==> src/rtl/dclk_pkg.sv <==
package dclk_pkg;
  localparam int LOG_MAX = 6;
  localparam int CODE_W  = $clog2(LOG_MAX + 2);
  localparam int SEL_W   = 2 * CODE_W;
endpackage

==> src/rtl/dclk_counter.sv <==
module dclk_counter #(
  parameter int W = dclk_pkg::LOG_MAX
) (
  input  logic         clk,
  input  logic         rst,
  input  logic         reload,
  output logic [W-1:0] cnt_q,
  output logic [W-1:0] cnt_nxt
);
  assign cnt_nxt = cnt_q + W'(1);

  // Reload to all ones so every inverted tap starts low.
  always_ff @(posedge clk) begin
    if (rst || reload) cnt_q <= '1;
    else               cnt_q <= cnt_nxt;
  end
endmodule

==> src/rtl/dclk_tap.sv <==
module dclk_tap #(
  parameter int LOG_MAX = dclk_pkg::LOG_MAX,
  parameter int CODE_W  = dclk_pkg::CODE_W
) (
  input  logic               clk,
  input  logic [CODE_W-1:0]  code,
  input  logic [LOG_MAX-1:0] cnt,
  input  logic [LOG_MAX-1:0] cnt_nxt,
  output logic               lvl,
  output logic               lvl_nxt,
  output logic               pass,
  output logic               stop
);
  localparam logic [CODE_W-1:0] TOP_CODE = CODE_W'(LOG_MAX);

  logic [LOG_MAX:0]  taps;
  logic [LOG_MAX:0]  taps_nxt;
  logic [CODE_W-1:0] idx;

  assign taps[0]     = clk;
  assign taps_nxt[0] = 1'b0;

  for (genvar i = 1; i <= LOG_MAX; i++) begin : g_tap
    assign taps[i]     = ~cnt[i-1];
    assign taps_nxt[i] = ~cnt_nxt[i-1];
  end

  assign idx     = (code > TOP_CODE) ? TOP_CODE : code;
  assign lvl     = taps[idx];
  assign lvl_nxt = taps_nxt[idx];
  assign pass    = (code == '0);
  assign stop    = (code == '1);
endmodule

==> src/rtl/dclk_capture.sv <==
module dclk_capture (
  input  logic clk,
  input  logic rst,
  input  logic rise_sel,
  input  logic vid_pass,
  input  logic vid_stop,
  input  logic vid_lvl,
  input  logic vid_nxt,
  input  logic hs_in,
  input  logic vs_in,
  input  logic bl_in,
  output logic hs_q,
  output logic vs_q,
  output logic bl_q
);
  logic goes_up;
  logic goes_dn;
  logic take;

  assign goes_up = ~vid_lvl & vid_nxt;
  assign goes_dn = vid_lvl & ~vid_nxt;
  assign take    = ~vid_stop & (vid_pass | (rise_sel ? goes_up : goes_dn));

  always_ff @(posedge clk) begin
    if (rst) begin
      hs_q <= 1'b0;
      vs_q <= 1'b0;
      bl_q <= 1'b0;
    end else if (take) begin
      hs_q <= hs_in;
      vs_q <= vs_in;
      bl_q <= bl_in;
    end
  end
endmodule

==> src/rtl/dclk_divider.sv <==
module dclk_divider #(
  parameter int LOG_MAX = dclk_pkg::LOG_MAX,
  parameter int CODE_W  = $clog2(LOG_MAX + 2),
  parameter int SEL_W   = 2 * CODE_W
) (
  input  logic             clk,
  input  logic             rst,
  input  logic             sel_wr,
  input  logic [SEL_W-1:0] sel_din,
  input  logic             vclk_rise,
  input  logic             blank_in,
  input  logic             hsync_in,
  input  logic             vsync_in,
  output logic             ref_clk,
  output logic             shift_clk,
  output logic             vid_clk,
  output logic             hsync_q,
  output logic             vsync_q,
  output logic             blank_q
);
  localparam logic [SEL_W-1:0] SEL_RST = {{CODE_W{1'b1}}, {CODE_W{1'b0}}};

  logic [SEL_W-1:0]   sel_q;
  logic [LOG_MAX-1:0] cnt_q;
  logic [LOG_MAX-1:0] cnt_nxt;
  logic               reload;
  logic               gate_q;
  logic ref_lvl, ref_nxt, ref_pass, ref_stop;
  logic vid_lvl, vid_nxt, vid_pass, vid_stop;

  assign reload = sel_wr && (sel_din == '1);

  always_ff @(posedge clk) begin
    if (rst)         sel_q <= SEL_RST;
    else if (sel_wr) sel_q <= sel_din;
  end

  dclk_counter #(.W(LOG_MAX)) u_cnt (
    .clk(clk), .rst(rst), .reload(reload), .cnt_q(cnt_q), .cnt_nxt(cnt_nxt)
  );

  dclk_tap #(.LOG_MAX(LOG_MAX), .CODE_W(CODE_W)) u_ref_tap (
    .clk(clk), .code(sel_q[CODE_W-1:0]), .cnt(cnt_q), .cnt_nxt(cnt_nxt),
    .lvl(ref_lvl), .lvl_nxt(ref_nxt), .pass(ref_pass), .stop(ref_stop)
  );

  dclk_tap #(.LOG_MAX(LOG_MAX), .CODE_W(CODE_W)) u_vid_tap (
    .clk(clk), .code(sel_q[SEL_W-1:CODE_W]), .cnt(cnt_q), .cnt_nxt(cnt_nxt),
    .lvl(vid_lvl), .lvl_nxt(vid_nxt), .pass(vid_pass), .stop(vid_stop)
  );

  // Gate moves only where the reference clock is about to sit low.
  always_ff @(posedge clk) begin
    if (rst)                      gate_q <= 1'b0;
    else if (ref_pass || !ref_nxt) gate_q <= ~blank_in;
  end

  assign ref_clk   = ref_lvl;
  assign shift_clk = ~ref_stop & ref_lvl & gate_q;
  assign vid_clk   = vid_stop | vid_lvl;

  dclk_capture u_cap (
    .clk(clk), .rst(rst), .rise_sel(vclk_rise),
    .vid_pass(vid_pass), .vid_stop(vid_stop), .vid_lvl(vid_lvl), .vid_nxt(vid_nxt),
    .hs_in(hsync_in), .vs_in(vsync_in), .bl_in(blank_in),
    .hs_q(hsync_q), .vs_q(vsync_q), .bl_q(blank_q)
  );
endmodule

==> config.mk <==
export PLATFORM = sky130hd
export DESIGN_NAME = dclk_divider
export DESIGN_NICKNAME = d
export VERILOG_FILES = /design/src/rtl/dclk_pkg.sv /design/src/rtl/dclk_counter.sv /design/src/rtl/dclk_tap.sv /design/src/rtl/dclk_capture.sv /design/src/rtl/dclk_divider.sv
export SDC_FILE = /design/constraint.sdc
export NUM_CORES = 1
export LEC_CHECK = 0
export BUFFER_PORTS_ARGS = -buffer_cell sky130_fd_sc_hd__buf_2
export CORE_MARGIN = 4
export CORE_UTILIZATION = 25
export CTS_BUF_LIST = sky130_fd_sc_hd__clkbuf_8
export CTS_CLUSTER_DIAMETER = 50
export CTS_CLUSTER_SIZE = 24
export DETAILED_ROUTE_END_ITERATION = 10
export PLACE_DENSITY_LB_ADDON = 0.08
export REMOVE_ABC_BUFFERS = 1
export SYNTH_ARGS = -nofsm -noshare
export SYNTH_HDL_FRONTEND = slang
export SYNTH_SLANG_ARGS = --single-unit
==> constraint.sdc <==
create_clock -name clk -period 2.3 [get_ports clk]
set_clock_uncertainty 0.05 [all_clocks]
set_input_delay 0.23 -clock clk [delete_from_list [all_inputs] [get_ports clk]]
set_output_delay 0.23 -clock clk [all_outputs]
set_load 0.005 [all_outputs]
### Word level (Yosys, flattened, before mapping)

Cells that the tools add are included.

* register bits: 16
* bits in latches: 0
* memory bits (writable): 0
* memory bits (read-only): 0
* bits of input ports: 13
* output and inout bits: 6
* word-level logic and storage cells: 55
* memories: 0

* add/sub/neg operators: 1
* $mul: 0
* divide/modulo/power cells: 0
* $lt $le $gt $ge: 4
* equality and inequality tests: 3
* shift operators: 0
* muxes and demuxes: 11
* bitwise operators: 24
* reductions and logical operators: 6

Operators by type and width (count)
* $not 1->1: 17
* $bmux 1 s3: 4
* $lt 3x4->1 const B: 2
* $add 6x1->6 const B: 1
* $eq 3x3->1 const B: 2
* $eq 6x6->1 const B: 1
* $gt 3x3->1 const B: 2
* $logic_not 3->1: 2
* $mux 3: 2
* $and 1x1->1: 5
* $mux 1: 5
* $logic_or 1x1->1: 2
* $or 1x1->1: 2
* $logic_and 1x1->1: 1
* $logic_not 1->1: 1

### Logic depth before layout (Yosys ltp)

Gate-level depths: netlist of the first run.

* depth after elaboration: 9
* mapped depth: 7
* mapped depth without buffers: 7

### By module

A second synthesis of the first run with hierarchy kept.

* cells, all modules: 100
* area, all modules: 1019.7 µm²

Modules (own cells, without submodules)
* dclk_divider: instances 1, cells an instance 28, area each 296.5 µm², sequential area each 140.1 µm²
* dclk_tap: instances 2, cells an instance 16, area each 147.6 µm², sequential area each 0.0 µm²
* dclk_counter: instances 1, cells an instance 24, area each 259.0 µm², sequential area each 120.1 µm²
* dclk_capture: instances 1, cells an instance 16, area each 168.9 µm², sequential area each 60.1 µm²

==> flow_metrics.env, run 1 <==
export IMPL_status="finished with violations"
export IMPL_violations="setup timing"
export IMPL_synth_edff_count=0
export IMPL_syn_area_per_cell_sq_um=8.758
export IMPL_grt_pass1_vias=950
export IMPL_clock_latency_ns=0.32
export IMPL_maxCapViolations=0
export IMPL_final_cell_mix="17 x nand2_1, 16 x buf_2, 14 x dfxtp_1, 9 x mux2i_1, 9 x inv_1"
export IMPL_cp_startpoint="clk"
export IMPL_gp_congestion=0.7548
export IMPL_end_kind="primary output"
export IMPL_path_cells="buf_8, buf_8, buf_8, inv_2, mux4_2, mux2i_4, clkbuf_8, and3_4, buf_6"
export IMPL_dieArea_sq_mm=0.004594
export IMPL_worstMarginPinSlew_ns=0.3272
export IMPL_place_hpwl_microns=1676
export IMPL_place_area_sq_mm=0.001033
export IMPL_wl_per_cell_microns=13.07
export IMPL_fin_area_sq_mm=0.001264
export IMPL_synthCells=102
export IMPL_io_buffers=18
export IMPL_postSynth_asyncResetShare=0
export IMPL_synth_top_area_frac=0.3585
export IMPL_routed_wirelength_microns=2379
export IMPL_area_growth_pct=41.46
export IMPL_nFillCells=359
export IMPL_die_y_microns=67.78
export IMPL_grt_ovfl_total=0
export IMPL_grt_usage=0.1265
export IMPL_seqCellArea_sq_um=322.8
export IMPL_combPwrFrac=0.136
export IMPL_required_ns=2.02
export IMPL_grt_first_pass_wirelength_microns=3857
export IMPL_timing_hold_ws_ns=0.07664
export IMPL_cpMaxStageDelayCell="mux4_2"
export IMPL_seq_area_frac_synth=0.3585
export IMPL_r2r_start="sel_q[4]"
export IMPL_drc=0
export IMPL_hold_depth=2
export IMPL_synth_top_area_cell="dfxtp_1"
export IMPL_hold_viol=0
export IMPL_setup_violations_final=6
export IMPL_yosys_warnings=0
export IMPL_leakage_nw=0.5948
export IMPL_pre_cts_ws_ns=0.1796
export IMPL_crit_arrival_ns=2.23
export IMPL_ys_seq_elements=16
export IMPL_rsz0062_at_grt="yes"
export IMPL_hold_path_class="input pin to register"
export IMPL_yosys_cell_types_count=34
export IMPL_path_clk_slew_ns=0.07
export IMPL_antenna_found_initial=0
export IMPL_r2r_end="u_cap.bl_q"
export IMPL_num_vias=867
export IMPL_internal_power_mw=0.8241
export IMPL_timing_final_ws_setup_ns=-0.2125
export IMPL_p_total_mw=1.184
export IMPL_grt_max_degree=11
export IMPL_cts_tree="done"
export IMPL_seq_power_share=0.301
export IMPL_crit_path_end="shift_clk"
export IMPL_fin_nets=148
export IMPL_critical_path_max_fanout=2
export IMPL_routed_via_density=4.764
export IMPL_slowest_delay_ns=0.24
export IMPL_netlist_area_sq_um=893.4
export IMPL_dp_cells=164
export IMPL_ant_nets=0
export IMPL_switchingPower_mw=0.3595
export IMPL_start_kind="clock port"
export IMPL_worstSetupPathType="clock port to primary output"
export IMPL_slew_limit_headroom=0.7795
export IMPL_ff2ff_setup_slack_ns=-0.01
export IMPL_synth_ff_type="dfxtp_1"
export IMPL_drt_pre_antenna_iters=4
export IMPL_p_clk_frac=0.563
export IMPL_p_sw_frac=0.3037
export IMPL_core_sq_mm=0.003390
export IMPL_drt_iter0_drc=41
export IMPL_synthTopCellsByArea="dfxtp_1 36%, mux2i_1 11%, nand2_1 7.1%"
export IMPL_cpMostUsedCell="buf_8"
export IMPL_rows=21
export IMPL_slew_violations=0
export IMPL_ir_worst_vdd_mv=0.3101
export IMPL_power_density_mw_per_mm2=936.6
export IMPL_diodes=0
export IMPL_drive_gt1_frac=0.3456
export IMPL_worstRegToRegCells=7
export IMPL_multi_input_area_sq_um=541.8
export IMPL_ios=19
export IMPL_start_util=0.2636
export IMPL_final_cells=182
export IMPL_die_w_microns=67.78
export IMPL_layout_commonest_cell="nand2_1"
routing by layer:
layer	wire length, microns	part of all wire	track usage
met5	0	0	0
met4	55	0.023	0.1588
met3	164	0.069	0.08486
met2	1110	0.47	0.1640
met1	1049	0.44	0.1179
worst min-delay path by stage:
stage | startpoint | to | slack (ns)
after floorplan | rst | gate_q | 0.25
after global placement | u_cap.bl_q | u_cap.bl_q | 0.39
after detailed placement | u_cap.bl_q | u_cap.bl_q | 0.40
after CTS | rst | gate_q | 0.04
after global routing | rst | sel_q[1] | 0.08
final | rst | sel_q[1] | 0.08
sequential cells by signal (all words and copies together), names as in the netlist:
register and count:
u_cnt.cnt_q 6, gate_q 1, sel_q 6, u_cap.vs_q 1, u_cap.hs_q 1, u_cap.bl_q 1
cells by family after synthesis:
logic type | synth area share
compound gates | 0.1527
xor+xnor | 0.01961
fa+ha+maj | 0.01400
buf+inv | 0.05463
flops | 0.3585
mux | 0.1919
simple gates | 0.2087
cell type report:
| class | instances | area share |
|---|---|---|
| repair buffers | 16 | 0.06535 |
| clock buffers | 16 | 0.1505 |
| clock inverters | 6 | 0.03069 |
| well taps | 46 | 0.04554 |
| multi-input cells | 74 | 0.4287 |
| inverters | 8 | 0.02376 |
| flip-flops and latches | 16 | 0.2554 |
worst max-delay path: cells and delay by family:
kind,cells,cell delay (ns)
buffers and inverters,6,0.60
AND/OR/NAND/NOR,1,0.16
multiplexers,2,0.32
stage by stage:
stage / util / TNS (ns)
floorplan: - / 0
CTS: 0.3706 / -1.277
detailed placement: 0.3049 / 0
global route: 0.3728 / -1.199
finish: 0.3728 / -0.7350
global placement: 0.3049 / 0
synthesized netlist by cell type (2+ instances only):
cell,n
nor2_1,4
inv_1,8
dfxtp_1,16
or3_1,2
nand2_1,17
mux2i_1,10
clkbuf_1,2
o211ai_1,4
nand4_1,2
mux4_2,2
o21ai_0,5
nand3_1,8
power groups by stage:
stage	clock (mW)	combinational [mW]	sequential, mW
after floorplan	0.0789	0.109	0.348
after global placement	0.0946	0.163	0.359
after detailed placement	0.0946	0.157	0.360
after CTS	0.647	0.161	0.354
after global routing	0.712	0.182	0.363
final	0.666	0.161	0.356
what timing repair did:
| item | CTS | global route |
|---|---|---|
| pin swaps | 1 | 0 |
| buffers inserted | 4 | 1 |
| gates resized for setup | 8 | 7 |
| setup endpoints to repair | 6 | 8 |
| endpoints found under the hold margin | 0 | 0 |
| hold buffers | 0 | 0 |
| gates cloned | 0 | 0 |
Power figures use the tool's default switching activity.
==> run 2, diff against run 1 <==
Settings changed: SETUP_SLACK_MARGIN set to 0.15.
==> flow_metrics.env, run 2 (synthesized netlist as in run 1, its figures left out) <==
export IMPL_r2r_end="u_cap.bl_q"
export IMPL_maxCapViolations=0
export IMPL_routed_via_density=4.899
export IMPL_drt_iter0_drc=34
export IMPL_wl_per_cell_microns=13.42
export IMPL_grt_usage=0.1355
export IMPL_cpMaxStageDelayCell="mux4_2"
export IMPL_required_ns=2.02
export IMPL_ir_worst_vdd_mv=0.4343
export IMPL_ff2ff_setup_slack_ns=-0.21
export IMPL_hold_depth=2
export IMPL_grt_pass1_vias=1027
export IMPL_core_sq_mm=0.003390
export IMPL_grt_ovfl_total=0
export IMPL_biggestRegsByFlops="sel_q x6, u_cnt.cnt_q x6"
export IMPL_multi_input_area_sq_um=588.1
export IMPL_drive_gt1_frac=0.4366
export IMPL_internal_power_mw=0.9579
export IMPL_path_clk_slew_ns=0.07
export IMPL_p_clk_frac=0.587
export IMPL_hold_path_class="input pin to register"
export IMPL_path_cells="buf_8, buf_8, buf_8, buf_8, inv_2, mux4_2, mux2i_2, clkbuf_8, buf_8, and3_4, buf_6"
export IMPL_cts_tree="done"
export IMPL_clock_latency_ns=0.32
export IMPL_worstMarginPinSlew_ns=0.3931
export IMPL_hold_end="sel_q[1]"
export IMPL_timing_setup_tns_ns=-2.084
export IMPL_crit_arrival_ns=2.44
export IMPL_hold_viol=0
export IMPL_start_util=0.2636
export IMPL_place_hpwl_microns=1676
export IMPL_status="finished with violations"
export IMPL_area_growth_pct=58.12
export IMPL_worstRegToRegCells=9
export IMPL_slew_violations=0
export IMPL_grt_first_pass_wirelength_microns=4036
export IMPL_num_vias=921
export IMPL_seqCellArea_sq_um=336.6
export IMPL_ios=19
export IMPL_leakage_nw=0.6540
export IMPL_drc=0
export IMPL_gp_congestion=0.7548
export IMPL_r2r_start="sel_q[4]"
export IMPL_combPwrFrac=0.144
export IMPL_setup_violations_final=6
export IMPL_rows=21
export IMPL_power_density_mw_per_mm2=963.8
export IMPL_final_cells=188
export IMPL_end_kind="primary output"
export IMPL_dieArea_sq_mm=0.004594
export IMPL_grt_max_degree=11
export IMPL_min_from="rst"
export IMPL_fin_nets=154
export IMPL_switchingPower_mw=0.4035
export IMPL_die_y_microns=67.78
export IMPL_nFillCells=342
export IMPL_start_kind="clock port"
export IMPL_dp_cells=164
export IMPL_p_sw_frac=0.2964
export IMPL_final_cell_mix="16 x nand2_1, 15 x buf_2, 11 x dfxtp_1, 9 x mux2i_1, 9 x buf_8"
export IMPL_critical_path_max_fanout=2
export IMPL_slew_limit_headroom=0.7352
export IMPL_pre_cts_ws_ns=0.1796
export IMPL_io_buffers=18
export IMPL_ant_nets=0
export IMPL_diodes=0
export IMPL_slowest_delay_ns=0.23
export IMPL_violations="setup timing"
export IMPL_rsz0062_at_grt="yes"
export IMPL_worstSetupPathType="clock port to primary output"
export IMPL_seq_power_share=0.269
export IMPL_layout_commonest_cell="nand2_1"
export IMPL_drt_pre_antenna_iters=4
export IMPL_routed_wirelength_microns=2523
export IMPL_cpMostUsedCell="buf_8"
export IMPL_die_w_microns=67.78
export IMPL_antenna_found_initial=0
export IMPL_fin_util=0.4168
export IMPL_timing_final_ws_setup_ns=-0.4208
run 2: changes by cell type in the layout (fill, tap and decap cells not counted), sizes merged:
cell | previous run | this run
buf | 27 | 33
run 2: per-stage QoR:
| step | hold WS, ns | cell area, sq um | power, mW |
|---|---|---|---|
| floorplan | 0.2524 | 878.3 | 0.5360 |
| finish | 0.07979 | 1413 | 1.361 |
| detailed placement | 0.3968 | 1033 | 0.6122 |
| global placement | 0.3894 | 1033 | 0.6168 |
| CTS | 0.04373 | 1316 | 1.262 |
| global route | 0.07991 | 1413 | 1.438 |
run 2: per-layer routing:
layer,up-vias,part of all wire,global-route usage
met5,-,0,0
met4,0,0.041,0.1985
met3,11,0.072,0.09817
met2,31,0.46,0.1604
met1,432,0.43,0.1230
li1,447,-,-
run 2: worst max path at each step:
| stage | from | to | slack (ns) | cells after the start |
|---|---|---|---|---|
| floorplan | clk | u_cap.bl_q | 0.18 | 6 |
| global placement | clk | u_cap.bl_q | 0.18 | 6 |
| detailed placement | clk | u_cap.bl_q | 0.18 | 6 |
| CTS | clk | shift_clk | -0.51 | 11 |
| global route | clk | shift_clk | -0.47 | 11 |
| finish | clk | shift_clk | -0.42 | 11 |
run 2: repair_timing:
item	CTS	global route
setup endpoints to repair	9	9
hold buffers	0	0
pin swaps	2	5
gates resized for setup	14	22
buffers inserted	3	2
hold endpoints to repair	0	0
gates cloned	0	0
run 2: layout make-up:
class / count / share of cell area
flip-flops and latches: 16 / 0.2383
inverters: 8 / 0.02126
well taps: 46 / 0.04074
repair buffers: 18 / 0.07175
multi-input cells: 74 / 0.4163
clock inverters: 6 / 0.02746
clock buffers: 20 / 0.1842
run 2: critical path: cells and delay by family:
kind,cells,cell delay [ns]
buffers and inverters,8,0.82
multiplexers,2,0.31
AND/OR/NAND/NOR,1,0.16
run 2: power by group through the flow:
stage | Clock (mW) | Sequential [mW] | Combinational [mW]
CTS | 0.743 | 0.357 | 0.162
floorplan | 0.0789 | 0.348 | 0.109
global placement | 0.0946 | 0.359 | 0.163
detailed placement | 0.0946 | 0.360 | 0.157
finish | 0.799 | 0.367 | 0.196
global route | 0.848 | 0.374 | 0.216
